[config.mk]
export PLATFORM = sky130hd
export DESIGN_NAME = spiIrqDmaReq
export DESIGN_NICKNAME = d
export VERILOG_FILES = /design/src/rtl/spi_irq_dma_pkg.sv /design/src/rtl/spiIrqDecode.sv /design/src/rtl/spiIrqStatus.sv /design/src/rtl/spiDmaReq.sv /design/src/rtl/spiIrqDmaReq.sv
export SDC_FILE = /design/constraint.sdc
export NUM_CORES = 1
export LEC_CHECK = 0
export BUFFER_PORTS_ARGS = -buffer_cell sky130_fd_sc_hd__buf_2
export CORE_MARGIN = 5
export CORE_UTILIZATION = 57
export DETAILED_ROUTE_END_ITERATION = 10
export PLACE_DENSITY = 0.87
export REMOVE_ABC_BUFFERS = 1
export SLEW_MARGIN = 20
export SYNTH_ARGS = -nofsm -noshare
export SYNTH_HDL_FRONTEND = slang
export SYNTH_SLANG_ARGS = --single-unit
[constraint.sdc]
create_clock -name clk -period 7.75 [get_ports clk]
set_input_delay 1.55 -clock clk [delete_from_list [all_inputs] [get_ports clk]]
set_output_delay 1.55 -clock clk [all_outputs]
set_load 0.01 [all_outputs]
[src/rtl/spi_irq_dma_pkg.sv]
package spi_irq_dma_pkg;
  localparam int TX_END_BIT = 8;
  localparam int RX_END_BIT = 9;
  localparam int DMA_EN_BIT = 6;

  typedef enum logic [1:0] {
    SEL_INT_EN  = 2'd0,
    SEL_INT_CLR = 2'd1,
    SEL_DMA_CTL = 2'd2,
    SEL_NONE    = 2'd3
  } regSel_e;

  // index 0 = transmit end, index 1 = receive end
  typedef struct packed {
    logic       enWr;
    logic [1:0] enVal;
    logic [1:0] clrMask;
    logic       ctlWr;
    logic       dmaEnVal;
  } regStrobe_t;
endpackage

[src/rtl/spiIrqDecode.sv]
module spiIrqDecode
  import spi_irq_dma_pkg::*;
(
  input  logic        wrEn,
  input  logic [1:0]  wrSel,
  input  logic [15:0] wrData,
  output regStrobe_t  strb
);
  regSel_e selE;
  logic    wrDataUnused;

  assign selE = regSel_e'(wrSel);
  assign wrDataUnused = ^{wrData[15:10], wrData[7], wrData[5:0]};

  always_comb begin
    strb          = '0;
    strb.enVal    = {wrData[RX_END_BIT], wrData[TX_END_BIT]};
    strb.dmaEnVal = wrData[DMA_EN_BIT];
    if (wrEn) begin
      unique case (selE)
        SEL_INT_EN:  strb.enWr    = 1'b1;
        SEL_INT_CLR: strb.clrMask = {wrData[RX_END_BIT], wrData[TX_END_BIT]};
        SEL_DMA_CTL: strb.ctlWr   = 1'b1;
        default:     ;
      endcase
    end
  end
endmodule

[src/rtl/spiIrqStatus.sv]
module spiIrqStatus
  import spi_irq_dma_pkg::*;
#(
  parameter int NUM_SRC = 2
) (
  input  logic               clk,
  input  logic               rstN,
  input  logic [NUM_SRC-1:0] evt,
  input  regStrobe_t         strb,
  output logic [NUM_SRC-1:0] enQ,
  output logic [NUM_SRC-1:0] rawQ
);
  always_ff @(posedge clk or negedge rstN) begin
    if (!rstN) enQ <= '0;
    else if (strb.enWr) enQ <= strb.enVal[NUM_SRC-1:0];
  end

  for (genvar g = 0; g < NUM_SRC; g++) begin : gSrc
    always_ff @(posedge clk or negedge rstN) begin
      if (!rstN) rawQ[g] <= 1'b0;
      else if (evt[g]) rawQ[g] <= 1'b1;
      else if (strb.clrMask[g]) rawQ[g] <= 1'b0;
    end
  end
endmodule

[src/rtl/spiDmaReq.sv]
module spiDmaReq #(
  parameter int FRAG_WORDS = 8,
  parameter int FIFO_DEPTH = 32,
  parameter int LEN_W      = 20,
  localparam int LVL_W     = $clog2(FIFO_DEPTH + 1),
  localparam int BB_W      = $clog2(FRAG_WORDS * 4 + 1)
) (
  input  logic             clk,
  input  logic             rstN,
  input  logic             dmaEnWr,
  input  logic             dmaEnVal,
  input  logic [1:0]       wordSize,
  input  logic             xferLoad,
  input  logic [LEN_W-1:0] xferWords,
  input  logic [LVL_W-1:0] txFifoFree,
  input  logic [LVL_W-1:0] rxFifoLevel,
  input  logic             txAck,
  input  logic             rxAck,
  output logic             txReq,
  output logic             rxReq,
  output logic             dmaEn,
  output logic [BB_W-1:0]  burstBytes,
  output logic [LEN_W-1:0] rxTail
);
  localparam logic [LEN_W-1:0] FRAG_L = LEN_W'(FRAG_WORDS);

  logic [LEN_W-1:0] txRemain, rxQuota, fragRem, loadRxQuota;
  logic [LEN_W-1:0] txNeed, rxNeed;
  logic             txBusy, rxBusy, txGo, rxGo;

  if ((FRAG_WORDS & (FRAG_WORDS - 1)) == 0) begin : gPow2
    assign fragRem = xferWords & (FRAG_L - 1'b1);
  end else begin : gAny
    assign fragRem = xferWords % FRAG_L;
  end

  assign loadRxQuota = (xferWords > FRAG_L) ? (xferWords - fragRem) : xferWords;

  always_comb begin
    unique case (wordSize)
      2'd0:    burstBytes = BB_W'(FRAG_WORDS);
      2'd1:    burstBytes = BB_W'(FRAG_WORDS * 2);
      default: burstBytes = BB_W'(FRAG_WORDS * 4);
    endcase
  end

  assign txNeed = (txRemain > FRAG_L) ? FRAG_L : txRemain;
  assign rxNeed = (rxQuota > FRAG_L) ? FRAG_L : rxQuota;
  assign txGo   = (txRemain != '0) && (LEN_W'(txFifoFree) >= FRAG_L);
  assign rxGo   = (rxQuota != '0) && (LEN_W'(rxFifoLevel) >= rxNeed);

  always_ff @(posedge clk or negedge rstN) begin
    if (!rstN) begin
      txReq <= 1'b0; rxReq <= 1'b0;
      txBusy <= 1'b0; rxBusy <= 1'b0;
      txRemain <= '0; rxQuota <= '0; rxTail <= '0;
      dmaEn <= 1'b0;
    end else begin
      txReq <= 1'b0;
      rxReq <= 1'b0;
      if (dmaEnWr) dmaEn <= dmaEnVal;
      if (xferLoad) begin
        txRemain <= xferWords;
        rxQuota  <= loadRxQuota;
        rxTail   <= xferWords - loadRxQuota;
        txBusy   <= 1'b0;
        rxBusy   <= 1'b0;
      end else begin
        if (txBusy) begin
          if (txAck) begin
            txBusy   <= 1'b0;
            txRemain <= txRemain - txNeed;
          end
        end else if (dmaEn && txGo) begin
          txReq  <= 1'b1;
          txBusy <= 1'b1;
        end
        if (rxBusy) begin
          if (rxAck) begin
            rxBusy  <= 1'b0;
            rxQuota <= rxQuota - rxNeed;
          end
        end else if (dmaEn && rxGo) begin
          rxReq  <= 1'b1;
          rxBusy <= 1'b1;
        end
      end
    end
  end
endmodule

[src/rtl/spiIrqDmaReq.sv]
module spiIrqDmaReq
  import spi_irq_dma_pkg::*;
#(
  parameter int FRAG_WORDS = 8,
  parameter int FIFO_DEPTH = 32,
  parameter int LEN_W      = 20
) (
  input  logic                              clk,
  input  logic                              rstN,
  input  logic                              wrEn,
  input  logic [1:0]                        wrSel,
  input  logic [15:0]                       wrData,
  input  logic                              txEndEvt,
  input  logic                              rxEndEvt,
  input  logic [1:0]                        wordSize,
  input  logic                              xferLoad,
  input  logic [LEN_W-1:0]                  xferWords,
  input  logic [$clog2(FIFO_DEPTH+1)-1:0]   txFifoFree,
  input  logic [$clog2(FIFO_DEPTH+1)-1:0]   rxFifoLevel,
  input  logic                              dmaTxAck,
  input  logic                              dmaRxAck,
  output logic [15:0]                       intEnReg,
  output logic [15:0]                       rawSts,
  output logic [15:0]                       maskSts,
  output logic                              irqOut,
  output logic                              dmaTxReq,
  output logic                              dmaRxReq,
  output logic [$clog2(FRAG_WORDS*4+1)-1:0] burstBytes,
  output logic [LEN_W-1:0]                  rxTail
);
  regStrobe_t strb;
  logic [1:0] enQ, rawQ, maskQ;
  logic       dmaEn;

  spiIrqDecode uDecode (.wrEn(wrEn), .wrSel(wrSel), .wrData(wrData), .strb(strb));

  spiIrqStatus #(.NUM_SRC(2)) uStatus (
    .clk(clk), .rstN(rstN), .evt({rxEndEvt, txEndEvt}), .strb(strb),
    .enQ(enQ), .rawQ(rawQ)
  );

  spiDmaReq #(.FRAG_WORDS(FRAG_WORDS), .FIFO_DEPTH(FIFO_DEPTH), .LEN_W(LEN_W)) uDma (
    .clk(clk), .rstN(rstN), .dmaEnWr(strb.ctlWr), .dmaEnVal(strb.dmaEnVal),
    .wordSize(wordSize), .xferLoad(xferLoad), .xferWords(xferWords),
    .txFifoFree(txFifoFree), .rxFifoLevel(rxFifoLevel),
    .txAck(dmaTxAck), .rxAck(dmaRxAck), .txReq(dmaTxReq), .rxReq(dmaRxReq),
    .dmaEn(dmaEn), .burstBytes(burstBytes), .rxTail(rxTail)
  );

  assign maskQ  = rawQ & enQ;
  assign irqOut = |maskQ;

  always_comb begin
    intEnReg = '0;
    rawSts   = '0;
    maskSts  = '0;
    intEnReg[TX_END_BIT] = enQ[0];
    intEnReg[RX_END_BIT] = enQ[1];
    rawSts[TX_END_BIT]   = rawQ[0];
    rawSts[RX_END_BIT]   = rawQ[1];
    maskSts[TX_END_BIT]  = maskQ[0];
    maskSts[RX_END_BIT]  = maskQ[1];
  end
endmodule


# Word-level counts from Yosys, hierarchy flattened
# Index checks and enable logic that the tools add are counted.
[word_totals]
output_inout_bits = 77
reg_bits = 69
input_bits = 60
wordCells = 72
[classes]
magnitude_cmp = 5
n_bitwise = 1
add_sub_neg = 4
n_mux = 31
reduce_logical = 17
n_eq_ne = 3
[ops]
columns = ["operator", "n"]
rows = [
  ["$mux W20", 9],
  ["$gt A20 B4 Y1 const B", 3],
  ["$sub A20 B20 Y20", 3],
  ["$reduce_bool A20 Y1", 2],
  ["$ge A6 B20 Y1", 1],
  ["$sub A20 B3 Y20", 1],
  ["$mux W1", 19],
  ["$pmux W6 S2", 1],
  ["$reduce_bool A2 Y1", 6],
  ["$ge A6 B4 Y1 const B", 1],
  ["$eq A2 B1 Y1 const B", 2],
  ["$logic_and A1 B1 Y1", 4],
  ["$logic_not A2 Y1", 2],
  ["$reduce_and A2 Y1", 2],
  ["$mux W3", 1],
  ["$and A2 B2 Y2", 1],
  ["$eq A2 B2 Y1 const B", 1],
  ["$mux W2", 1],
  ["$reduce_or A2 Y1", 1],
]

# Depth between registers and ports, before layout
[logic_depth]
word_depth = 8
mapped_depth = 13
mapped_depth_nobuf = 12

# Hierarchy
# Synthesis repeated with hierarchy kept, for this count alone.
[unflattened]
hier_cells = 538
hier_area_um2 = 4864.7
[modules_own_cells]
columns = ["module", "instances", "cells_per_inst", "area_per_inst_um2", "seq_area_each_um2"]
rows = [
  ["spiDmaReq", 1, 475, 4317.9, 1626.6],
  ["spiIrqDmaReq", 1, 46, 341.6, 0.0],
  ["spiIrqStatus", 1, 10, 145.1, 100.1],
  ["spiIrqDecode", 1, 7, 60.1, 0.0],
]

# Worst setup path before layout
# Ideal clock, no wire load.
[synth_timing]
path_type = "in2reg"
startpoint = "in xferWords[8]"
endpoint = "reg uDma.rxTail[14]"
required_time_ns = 7.624
setup_slack_ns = 3.388
cell_stages = 11
arrival_ns = 4.236
n_path_buf = 0
setup_ns = 0.126
path_cell_list = "nor4_1 > and4_1 > o21ai_1 > nand2_1 > ha_1 > a2111o_1 > or3_1 > a221o_1 > a41o_1 > a211o_1 > a221o_1"
[synth_via]
elab_chain_cells = 3
word_cells_on_any_way = 4
classes_between = "add/sub: 2; order compare: 1; mux: 1"
[synth_rtl]
columns = ["element", "line", "rtl"]
rows = [
  ["start, declared", "spiIrqDmaReq.sv:17", "input logic [LEN_W-1:0] xferWords,"],
  ["$sub A20 B3 Y20 or $gt A20 B4 Y1 (tied branches)", "spiDmaReq.sv:37", "assign loadRxQuota = (xferWords > FRAG_L) ? (xferWords - fragRem) : xferWords;"],
  ["$mux W20", "spiDmaReq.sv:37", ""],
  ["$sub A20 B20 Y20 *", "spiDmaReq.sv:65", "rxTail <= xferWords - loadRxQuota;"],
  ["end signal, assigned", "spiDmaReq.sv:65", ""],
  ["end, declared", "spiDmaReq.sv:23", "output logic [LEN_W-1:0] rxTail"],
]
# Mark *: on every way between the ends. The rest lies on a longest branch, timed or not.
# A chain may end at the register's enable or synchronous reset.

# Worst setup path after layout
[layout_timing]
startpoint = "in xferWords[7]"
endpoint = "reg uDma.rxTail[14]"
# The elaborated chain is that of the path after synthesis.

==> impl_metrics.toml <==
[yosys]
ys_async_sr_fraction_pct = 100
synth_compound_area_share_pct = 16.8
synth_xor_area_share_pct = 6.63
synth_common_cells = "dfrtp_1 (69), nand2_1 (50), buf_4 (45)"
synth_top_family_by_area = "simple AND/OR/NAND/NOR gates"
synthAdderAreaFrac_pct = 6.57
synth_area_leaders = "dfrtp_1 (36%), buf_4 (7.1%), ha_1 (6.6%), xnor2_1 (5.7%), nand2_1 (3.9%)"
syn-cell-area_sq_um = 4760
synth-seq-cells = 69
synth.avg_cell_area_sq_um = 9.10
synth.most_common_cell = "dfrtp_1"
synth_edf_count = 0
synth_area_leader_cell = "dfrtp_1"
synth_top_area_share_pct = 36.3
yosysUniqueCellTypes = 63
ys.flop_type = "dfrtp_1"
ys_seq_area_share_pct = 36.3
synthSimpleGateAreaFrac_pct = 17.0
synth_cells = 523
muxShareOfSynthArea_pct = 6.18
yosysWarnings = 0

[sta]
rsz0062_at_grt = "no"
max_slew.worst_pin.slew_ns = 1.06
fin_crit_ns = 4.57
min_period_over_period_pct = 59.0
fmax_mhz = 219
slew_headroom_pct = 29.1
hold_ws_ns = 0.480
setup_viol = 0
skew_ns = 0.00914
hold_viol_final = 0
fin_setup_tns_ns = 0
slew_violations = 0

[final_layout]
design_area_sq_um = 5240
diodes = 0
area_growth_pct = 10.1
drive_above_1_share_pct = 18.4
fin_nets = 686

[worst_setup_path]
endpoint_kind = "flop"
slowest_delay_ns = 0.39
crit_path_start_kind = "input port"
path_max_fanout = 8
cp_slowest_cell = "a221o_1"
reg2reg_depth = 11
path_cells = "buf_2 -> nor4_1 -> and4_1 -> o21ai_1 -> nand2_1 -> ha_1 -> a2111o_1 -> or3_1 -> a221o_1 -> a41o_1 -> a211o_1 -> a221o_1"
r2r_setup_slack_ns = 3.85
cp.required_ns = 7.98
crit_top_cell = "a221o_1"
regToRegStartpoint = "uDma.rxQuota[10]"
rr_endpoint = "uDma.rxQuota[10]"
crit_type = "in2reg"
arrival_ns = 4.80

[detailed_routing]
drc = 0
antenna_left = 0
dr.max_layer_used = "met4"
via_per_inst = 5.67
dr_wl_met2_microns = 5180
drt-met1-wl_microns = 4430
routed_wl_microns = 10600
firstDrtPassIters = 4
drt_iter0_markers = 224
wl_per_cell_microns = 14.9
dr_total_vias = 4018
wl_met3_microns = 700

[cts]
cts_htree_levels = 3
root_buffer = "clkbuf_8"
clk_pin_slew_ns = 0.07
cts_buffers = 9
cts_resized = 0
holdBufCountCts = 0
postCtsSetupBuffers = 0
clock_sinks = 69
tritoncts = "yes"
clkLatencyLatePin_ns = 0.35
clockBufferDepth = 2

[die]
die_h_microns = 101
die_w_microns = 101
start_util_pct = 58.2
row_count = 33
core-area_sq_um = 8180
dieArea_sq_um = 10300
ios = 137

[placed_design]
hpwl_microns = 7980
io_buffers = 75
placed_area_sq_um = 5070
place.gp.congestion = 0.925

[worst_hold_path]
worstHoldPathType = "reg2reg"
holdPathStages = 2
min_from = "uDma.rxTail[9]"
min_to = "uDma.rxTail[9]"

[global_routing]
grt_max_degree = 70
antenna_found_initial = 0
grt_pass1_wl_microns = 17800
gr-total-overflow = 0
grt.total_usage_pct = 21.4
first_global_vias = 3912

[flow_run]
maxCapViolCount = 0

[outcome]
status = "finished, final reports clean"

[pwr]
ir_drop_uv = 116
cellPowerDensity_nw_per_um2 = 180
total_power_uw = 942
leakage_uw = 0.00244
placed cells by master (no fill, tap or decap), drive strengths merged, types with 4 or more instances in the layout:
cell type and instances:
clkbuf 12, o21ai 15, a21o 8, or3 9, a31oi 5, a21boi 12, nand4 4, xnor2 31
mux2 11, nand2 50, inv 27, nand2b 5, nor2 28, buf 78, ha 25, nor3 16
or2 5, a21oi 31, nand3 5, xor2 5, conb 50, dfrtp 69, o21a 5, nor4 15
a211oi 5, mux2i 17, o211ai 6, o41ai 4, nor3b 4
registers in the layout, summed over array words and instances (netlist names):
register and flops:
uStatus.rawQ 2, uDma.txRemain 20, uDma.txBusy 1, uDma.txReq 1, uDma.rxQuota 20, uDma.dmaEn 1, uStatus.enQ 2, uDma.rxBusy 1
uDma.rxTail 20, uDma.rxReq 1
power breakdown:
group | total [uW] | internal (uW) | switching [uW] | leakage [uW]
Sequential | 440 | 406 | 33.9 | 0.000809
Clock | 260 | 129 | 130 | 0.0000881
Combinational | 242 | 106 | 135 | 0.00155
cell families (layout without fill, tap and decap cells):
kind of cell / after synthesis / count (layout)
multiplexers: 28 / 28
flip-flops: 69 / 69
AND/OR/NAND/NOR: 159 / 159
other: 2 / 50
XOR/XNOR: 36 / 36
buffers and inverters: 86 / 119
AO/OA/AOI/OAI: 118 / 118
adder cells (fa/ha/maj): 25 / 25
final cells by class:
cell class / instances / area (sq um)
sequential: 69 / 1730
multi-input combinational: 416 / 2720
fill: 686 / 2940
inverter: 27 / 101
timing repair buffer: 78 / 398
clock inverter: 2 / 10.0
clock buffer: 12 / 155
tap: 105 / 131
metrics by stage:
stage               utilization (%)  setup WS (ns)  cells
floorplan                         -           3.39    512
global placement               62.1           2.92    695
detailed placement             62.1           2.88    695
CTS                            64.1           3.23    709
global route                   64.1           3.02    709
finish                         64.1           3.18    709
worst max-delay path: cells and delay by family:
kind,cells,cell delay [ns]
compound gates,6,2.06
fa+ha+maj,1,0.27
buf+inv,1,0.14
simple gates,4,0.78
worst max path at each step:
stage | start | endpoint | slack (ns) | cells past startpoint
floorplan | xferWords[8] | uDma.rxTail[14] | 3.39 | 11
global placement | xferWords[7] | uDma.rxTail[14] | 2.92 | 12
detailed placement | xferWords[7] | uDma.rxTail[14] | 2.88 | 12
CTS | xferWords[7] | uDma.rxTail[14] | 3.23 | 12
global route | xferWords[7] | uDma.rxTail[14] | 3.02 | 12
finish | xferWords[7] | uDma.rxTail[14] | 3.18 | 12
per-layer routing:
metal / global-route usage, % / vias to the layer above
met5: 0 / -
met2: 35.0 / 135
li1: - / 1947
met4: 10.4 / 0
met3: 3.65 / 20
met1: 27.6 / 1916
(Power assumes the default switching activity.)
